<file path="src/rtl/cpy_pkg.sv">
package cpy_pkg;
  localparam int NCH = 2;

  localparam logic [1:0] CFG_SRC = 2'd0;
  localparam logic [1:0] CFG_DST = 2'd1;
  localparam logic [1:0] CFG_DIR = 2'd2;
  localparam logic [1:0] CFG_LEN = 2'd3;

  typedef enum logic [1:0] {
    CH_IDLE  = 2'd0,
    CH_RUN   = 2'd1,
    CH_DRAIN = 2'd2
  } ch_state_e;
endpackage

</file>
<file path="src/rtl/cpy_fifo.sv">
module cpy_fifo #(
  parameter int DW    = 32,
  parameter int DEPTH = 16
) (
  input  logic                       clk,
  input  logic                       rst_n,
  input  logic                       flush,
  input  logic                       push,
  input  logic [DW-1:0]              din,
  input  logic                       pop,
  output logic [DW-1:0]              dout,
  output logic                       empty,
  output logic [$clog2(DEPTH):0]     count
);
  localparam int PW = $clog2(DEPTH);

  logic [DW-1:0] store [DEPTH];
  logic [PW-1:0] wptr, rptr;
  logic [PW:0]   cnt;

  always_ff @(posedge clk) begin
    if (push) store[wptr] <= din;
  end

  always_ff @(posedge clk) begin
    if (!rst_n || flush) begin
      wptr <= '0;
      rptr <= '0;
      cnt  <= '0;
    end else begin
      if (push) wptr <= wptr + 1'b1;
      if (pop)  rptr <= rptr + 1'b1;
      cnt <= cnt + (PW+1)'(push) - (PW+1)'(pop);
    end
  end

  assign dout  = store[rptr];
  assign empty = (cnt == '0);
  assign count = cnt;
endmodule

</file>
<file path="src/rtl/cpy_split.sv">
module cpy_split
  import cpy_pkg::*;
#(
  parameter int AW = 32,
  parameter int LW = 16
) (
  input  logic [LW-1:0]           total,
  input  logic [AW-1:0]           src,
  input  logic [AW-1:0]           dst,
  output logic [NCH-1:0][LW-1:0]  part_len,
  output logic [NCH-1:0][AW-1:0]  part_src,
  output logic [NCH-1:0][AW-1:0]  part_dst
);
  logic [LW-1:0] first_len;
  logic [AW-1:0] byte_off;

  always_comb begin
    first_len   = (total >> 1) + LW'(total[0]);
    byte_off    = AW'(first_len) << 2;
    part_len[0] = first_len;
    part_len[1] = total >> 1;
    part_src[0] = src;
    part_dst[0] = dst;
    part_src[1] = src + byte_off;
    part_dst[1] = dst + byte_off;
  end
endmodule

</file>
<file path="src/rtl/cpy_chan.sv">
module cpy_chan
  import cpy_pkg::*;
#(
  parameter int AW    = 32,
  parameter int DW    = 32,
  parameter int LW    = 16,
  parameter int DEPTH = 16
) (
  input  logic          clk,
  input  logic          rst_n,
  input  logic          start,
  input  logic [AW-1:0] src,
  input  logic [AW-1:0] dst,
  input  logic [LW-1:0] len,
  input  logic          dir,
  output logic          rd_valid,
  input  logic          rd_ready,
  output logic [AW-1:0] rd_addr,
  output logic          rd_space,
  input  logic          rsp_valid,
  input  logic [DW-1:0] rsp_data,
  input  logic          rsp_err,
  output logic          wr_valid,
  input  logic          wr_ready,
  output logic [AW-1:0] wr_addr,
  output logic [DW-1:0] wr_data,
  output logic          wr_space,
  input  logic          wr_err,
  output logic          running,
  output logic          done,
  output logic          err
);
  localparam int PW = $clog2(DEPTH);

  ch_state_e     state;
  logic [LW-1:0] rd_left, wr_left;
  logic [AW-1:0] rd_ptr, wr_ptr;
  logic [PW:0]   outst, outst_nxt, fcnt;
  logic [PW+1:0] used;
  logic          dir_q, done_q, err_q;
  logic          rd_fire, wr_fire, bad, fifo_empty, push;

  assign used     = {1'b0, fcnt} + {1'b0, outst};
  assign rd_valid = (state == CH_RUN) && (rd_left != '0) && (used < (PW+2)'(DEPTH));
  assign wr_valid = (state == CH_RUN) && !fifo_empty;
  assign rd_fire  = rd_valid && rd_ready;
  assign wr_fire  = wr_valid && wr_ready;
  assign bad      = (state == CH_RUN) && ((rsp_valid && rsp_err) || (wr_fire && wr_err));
  assign push     = (state == CH_RUN) && rsp_valid && !rsp_err;
  assign outst_nxt = outst + (PW+1)'(rd_fire) - (PW+1)'(rsp_valid);

  cpy_fifo #(.DW(DW), .DEPTH(DEPTH)) u_buf (
    .clk   (clk),
    .rst_n (rst_n),
    .flush (bad),
    .push  (push),
    .din   (rsp_data),
    .pop   (wr_fire),
    .dout  (wr_data),
    .empty (fifo_empty),
    .count (fcnt)
  );

  always_ff @(posedge clk) begin
    if (!rst_n) begin
      state   <= CH_IDLE;
      rd_left <= '0;
      wr_left <= '0;
      rd_ptr  <= '0;
      wr_ptr  <= '0;
      outst   <= '0;
      dir_q   <= 1'b0;
      done_q  <= 1'b0;
      err_q   <= 1'b0;
    end else begin
      case (state)
        CH_IDLE: begin
          if (start) begin
            done_q  <= (len == '0);
            err_q   <= 1'b0;
            dir_q   <= dir;
            rd_ptr  <= src;
            wr_ptr  <= dst;
            rd_left <= len;
            wr_left <= len;
            outst   <= '0;
            if (len != '0) state <= CH_RUN;
          end
        end
        CH_RUN: begin
          outst <= outst_nxt;
          if (rd_fire) begin
            rd_ptr  <= rd_ptr + AW'(4);
            rd_left <= rd_left - 1'b1;
          end
          if (wr_fire) begin
            wr_ptr  <= wr_ptr + AW'(4);
            wr_left <= wr_left - 1'b1;
          end
          if (bad) begin
            err_q <= 1'b1;
            state <= (outst_nxt != '0) ? CH_DRAIN : CH_IDLE;
          end else if (wr_fire && wr_left == LW'(1)) begin
            done_q <= 1'b1;
            state  <= CH_IDLE;
          end
        end
        CH_DRAIN: begin
          outst <= outst - (PW+1)'(rsp_valid);
          if (rsp_valid && outst == (PW+1)'(1)) state <= CH_IDLE;
        end
        default: state <= CH_IDLE;
      endcase
    end
  end

  assign rd_addr  = rd_ptr;
  assign wr_addr  = wr_ptr;
  assign rd_space = dir_q;
  assign wr_space = ~dir_q;
  assign running  = (state != CH_IDLE);
  assign done     = done_q;
  assign err      = err_q;
endmodule

</file>
<file path="src/rtl/dual_copy_engine.sv">
module dual_copy_engine
  import cpy_pkg::*;
#(
  parameter int AW    = 32,
  parameter int DW    = 32,
  parameter int LW    = 16,
  parameter int DEPTH = 16
) (
  input  logic                     clk,
  input  logic                     rst_n,
  input  logic                     cfg_we,
  input  logic [1:0]               cfg_addr,
  input  logic [31:0]              cfg_wdata,
  output logic                     stat_busy,
  output logic                     stat_done,
  output logic                     stat_err,
  output logic [1:0]               rd_req_valid,
  input  logic [1:0]               rd_req_ready,
  output logic [1:0][AW-1:0]       rd_req_addr,
  output logic [1:0]               rd_req_space,
  input  logic [1:0]               rd_rsp_valid,
  input  logic [1:0][DW-1:0]       rd_rsp_data,
  input  logic [1:0]               rd_rsp_err,
  output logic [1:0]               wr_valid,
  input  logic [1:0]               wr_ready,
  output logic [1:0][AW-1:0]       wr_addr,
  output logic [1:0][DW-1:0]       wr_data,
  output logic [1:0]               wr_space,
  input  logic [1:0]               wr_err
);
  logic [AW-1:0]          src_q, dst_q;
  logic                   dir_q;
  logic                   start;
  logic [NCH-1:0]         ch_run, ch_done, ch_err;
  logic [NCH-1:0][LW-1:0] p_len;
  logic [NCH-1:0][AW-1:0] p_src, p_dst;

  assign stat_busy = |ch_run;
  assign start     = cfg_we && (cfg_addr == CFG_LEN) && !stat_busy;

  always_ff @(posedge clk) begin
    if (!rst_n) begin
      src_q <= '0;
      dst_q <= '0;
      dir_q <= 1'b0;
    end else if (cfg_we && !stat_busy) begin
      case (cfg_addr)
        CFG_SRC: src_q <= AW'(cfg_wdata);
        CFG_DST: dst_q <= AW'(cfg_wdata);
        CFG_DIR: dir_q <= cfg_wdata[0];
        default: ;
      endcase
    end
  end

  cpy_split #(.AW(AW), .LW(LW)) u_split (
    .total    (cfg_wdata[LW-1:0]),
    .src      (src_q),
    .dst      (dst_q),
    .part_len (p_len),
    .part_src (p_src),
    .part_dst (p_dst)
  );

  for (genvar g = 0; g < NCH; g++) begin : g_ch
    cpy_chan #(.AW(AW), .DW(DW), .LW(LW), .DEPTH(DEPTH)) u_chan (
      .clk       (clk),
      .rst_n     (rst_n),
      .start     (start),
      .src       (p_src[g]),
      .dst       (p_dst[g]),
      .len       (p_len[g]),
      .dir       (dir_q),
      .rd_valid  (rd_req_valid[g]),
      .rd_ready  (rd_req_ready[g]),
      .rd_addr   (rd_req_addr[g]),
      .rd_space  (rd_req_space[g]),
      .rsp_valid (rd_rsp_valid[g]),
      .rsp_data  (rd_rsp_data[g]),
      .rsp_err   (rd_rsp_err[g]),
      .wr_valid  (wr_valid[g]),
      .wr_ready  (wr_ready[g]),
      .wr_addr   (wr_addr[g]),
      .wr_data   (wr_data[g]),
      .wr_space  (wr_space[g]),
      .wr_err    (wr_err[g]),
      .running   (ch_run[g]),
      .done      (ch_done[g]),
      .err       (ch_err[g])
    );
  end

  assign stat_done = &ch_done;
  assign stat_err  = |ch_err;
endmodule

</file>
<file path="config.mk">
export PLATFORM = sky130hd
export DESIGN_NAME = dual_copy_engine
export DESIGN_NICKNAME = d
export VERILOG_FILES = /design/src/rtl/cpy_pkg.sv /design/src/rtl/cpy_fifo.sv /design/src/rtl/cpy_split.sv /design/src/rtl/cpy_chan.sv /design/src/rtl/dual_copy_engine.sv
export SDC_FILE = /design/constraint.sdc
export NUM_CORES = 2
export LEC_CHECK = 0
export ABC_AREA = 0
export ABC_CLOCK_PERIOD_IN_PS = 10800
export BUFFER_PORTS_ARGS = -buffer_cell sky130_fd_sc_hd__buf_2
export CAP_MARGIN = 20
export CORE_ASPECT_RATIO = 1.75
export CORE_MARGIN = 2
export CORE_UTILIZATION = 40
export DETAILED_ROUTE_END_ITERATION = 8
export GPL_TIMING_DRIVEN = 0
export MAX_ROUTING_LAYER = met4
export PLACE_DENSITY = 0.59
export SLEW_MARGIN = 25
export SYNTH_ARGS = -nofsm -noshare
export SYNTH_HDL_FRONTEND = slang
export SYNTH_SLANG_ARGS = --single-unit
</file>
<file path="constraint.sdc">
create_clock -name clk -period 10.8 [get_ports clk]
set_input_delay 0.54 -clock clk [delete_from_list [all_inputs] [get_ports clk]]
set_output_delay 0.54 -clock clk [all_outputs]
set_load 0.01 [all_outputs]
</file>
==> impl_metrics.ini <==
[sta]
tns_ps = 0
post-route-period-util_pct = 44.3
period_needed_ps = 4780
max_slew.worst_pin.slew_ps = 1230
worst_clock_skew_ps = 49.7
slew_headroom_pct = 18.2
setup_viol = 0
grt_setup_unrepaired = false
max_freq_ghz = 0.209
finalMaxSlewViolations = 0
hold_viol_final = 0

[synthesis]
ys_seq_elements = 1335
synth_cells = 4043
synth_area_leaders = edfxtp_1 (53%), mux4_2 (12%), dfxtp_1 (11%)
avgSynthCellArea_sq_um = 14.3
synth_flop_cell = edfxtp_1
yosys.area.top_type = edfxtp_1
syn_nets = 4258
netlist_area_sq_um = 57700
async_reset_ff_share_pct = 0
ys_warn_count = 0
synth_edf_count = 1024
netlist.area_leader.share_pct = 53.3
synthDistinctLibCells = 97
synth-seq-area-share_pct = 64.0

[routing]
ant_nets = 0
drt_iter0_markers = 3578
vias_per_cell = 5.89
dr_total_vias = 38600
drc_errors = 0
totalWireLength_um = 192000
drt_pass1_iterations = 9
wl_per_cell_um = 29.3

[worst_setup_path]
cp_slowest_cell = clkbuf_1
r2r_cells = 12
worstSetupEndpointType = flip-flop
crit_type = in -> reg
cpMostUsedCell = nand3_1
critPathMaxFanout = 10
rrSetupSlack_ps = 6150
cp-start-kind = input pin
r2r_end = g_ch[1].u_chan.state[1]
cp.required_ps = 11370
crit_chain = clkbuf_1 > nand3_1 > nor3_1 > nand2_1 > xnor2_2 > ha_1 > nand3_1 > nor2_1 > and3_1 > nor4_2 > o31ai_2 > nand3_1 > xnor2_1 > a21oi_1
r2r_start = g_ch[1].u_chan.state[1]
slowest_delay_ps = 790
cp_data_arrival_time_ps = 5350

[layout]
fin_area_sq_um = 67500
area.growth.synth_to_final_pct = 17.0
multi_input_area_sq_um = 19800
ff_latch_area_sq_um = 37000
post_route_cells_drive_above_1_share_pct = 22.7
layout.cells.non_filler = 6542
fin_nets = 4776
nFillCells = 12600

[place]
dp_hpwl_um = 140000
place.gp.congestion = 1.02
dp.cells = 6297
port_buffers = 302
post_dp_cell_area_sq_um = 63600

[clocking]
clock_path_buffers = 3
h-tree-depth = 3
clk-insertion-delay-late_ps = 760
tritoncts = built
ctsHoldBuffers = 2
cts_sinks = 1335
cts_resized = 0
clk_pin_slew_ps = 70
cts-root-buf = clkbuf_16
post_cts_buffers = 0
cts_made_buffers = 119

[floorplanning]
fp.dieW_um = 291
rows = 184
die_y_um = 507
die-area_sq_um = 148000
initial_core_util_pct = 40.3
ios = 314
core-area_sq_um = 143000

[min_path]
hold-path-endpoint = src_q[31]
min_path_type = in -> reg
worstHoldPathCells = 3
holdCritStartpoint = cfg_wdata[31]

[grt]
overflow = 0
grt_pass1_vias = 39200
grt_max_degree = 18
grt_antenna_before_repair = 16
grt_usage_pct = 26.5
grt_pass1_wl_um = 273000

[power_and_ir_drop]
p_per_area_nw_per_um2 = 179
vdd_drop_max_v = 0.000145
p_leak_nw = 22.2

[flow_run]
maxCapViolations = 0

[outcome]
outcome = completed
## state kept, by name, summed over array words and instances, names as in the netlist, 10 cells and up, named ones only
signal	cells
g_ch.u_chan.wr_addr	64
g_ch.u_chan.rd_left	32
g_ch.u_chan.u_buf.store	1024
g_ch.u_chan.rd_addr	64
g_ch.u_chan.outst	10
dst_q	32
src_q	32
g_ch.u_chan.wr_left	32
g_ch.u_chan.u_buf.count	10
## cell usage after synthesis (15+ instances only)
cell / n
nand2_1: 379
nor4_1: 27
nor3_1: 83
mux4_2: 320
a31oi_1: 26
o221ai_1: 16
a22oi_1: 27
xor2_1: 32
and2_1: 30
or3_1: 21
o22ai_1: 24
nand3_1: 108
and4_1: 16
a21o_1: 31
edfxtp_1: 1024
nand4_1: 41
and3_1: 32
o21ai_0: 174
nand2b_1: 17
dfxtp_1: 311
a21oi_1: 295
inv_1: 76
a211oi_1: 42
clkbuf_1: 171
buf_2: 15
nor2_1: 257
mux2i_1: 17
xnor2_1: 50
buf_1: 38
ha_1: 98
a222oi_1: 18
## cell families (layout without fill, tap and decap cells)
family / after synthesis / count (layout) / share of synthesized area (%)
other: 0 / 19 / 0
DFF: 1335 / 1335 / 64.0
buffers and inverters: 318 / 938 / 2.22
AOI/OAI and AO/OA: 789 / 789 / 8.52
and+or+nand+nor: 1075 / 1075 / 8.81
adders and majority gates: 104 / 104 / 2.33
muxes: 340 / 340 / 12.8
xor gates and xnor gates: 82 / 82 / 1.24
## cells in the final DEF (no fill, tap or decap), types with 30 or more instances in the layout
cell	count
edfxtp_1	1024
nand2_1	379
buf_2	331
mux4_2	320
dfxtp_1	311
a21oi_1	295
nor2_1	233
clkbuf_1	175
o21ai_0	174
clkbuf_16	120
nand3_1	108
ha_1	98
inv_1	76
nor3_1	72
buf_4	47
a211oi_1	42
xnor2_1	41
nand4_1	41
buf_16	40
and3_1	32
a21o_1	31
clkbuf_2	31
and2_1	30
## report_power, final
group          total [mW]  leakage [nW]  switching (mW)  internal [mW]
clock                4.30          1.90            1.96           2.34
combinational        1.98          8.62            1.34          0.646
sequential           5.84          11.7           0.183           5.66
total                12.1          22.2            3.48           8.65
## per-stage QoR
step | hold WS, ps | setup slack [ps] | power (mW) | util, %
2_1_floorplan | 436 | 6630 | 7.05 | -
3_3_place_gp | 445 | 3140 | 7.87 | 42.9
3_5_place_dp | 443 | 5460 | 7.90 | 44.3
4_1_cts | 14.2 | 6010 | 12.2 | 47.0
5_1_grt | 37.1 | 5910 | 12.5 | 47.1
6_report | 64.0 | 6020 | 12.1 | 47.1
## worst max path at each step
| stage | slack (ps) | end | start | cells after the start |
|---|---|---|---|---|
| after floorplan | 6630 | g_ch[1].u_chan.u_buf.store[3][0] | g_ch[1].u_chan.state[1] | 7 |
| after global placement | 3140 | g_ch[1].u_chan.u_buf.store[3][11] | g_ch[1].u_chan.state[1] | 7 |
| after detailed placement | 5460 | g_ch[1].u_chan.rd_addr[20] | cfg_wdata[5] | 14 |
| after CTS | 6010 | g_ch[1].u_chan.rd_addr[23] | g_ch[1].u_chan.state[1] | 10 |
| after global routing | 5910 | g_ch[1].u_chan.wr_addr[21] | cfg_wdata[7] | 15 |
| final | 6020 | g_ch[1].u_chan.rd_addr[20] | cfg_wdata[3] | 14 |
## layer usage
metal  up-vias  wire, um  global-route usage [%]  part of all wire, %
met5         -         0                       -                    0
met4         0     13800                    16.9                  7.2
met3       554     14100                    5.86                  7.3
met2      1619     96300                    44.6                   50
met1     19500     67700                    28.2                   35
li1      16900         -                       -                    -
## cell type report
type	count	share of cell area, %
flip-flops and latches	1335	54.7
diodes	19	0.0704
plain buffers	239	1.54
well taps	1860	3.45
inverters	79	0.443
multi-input cells	2390	29.3
repair buffers	397	4.69
clock inverters	69	1.01
clock buffers	154	4.74
## worst max-delay path, delay by kind of cell
kind                     cells  cell delay [ps]
AND/OR/NAND/NOR              8             1900
XOR/XNOR                     2             1040
AO/OA/AOI/OAI                2              800
buffers and inverters        1              790
adder cells (fa/ha/maj)      1              280
Power figures use the tool's default switching activity.
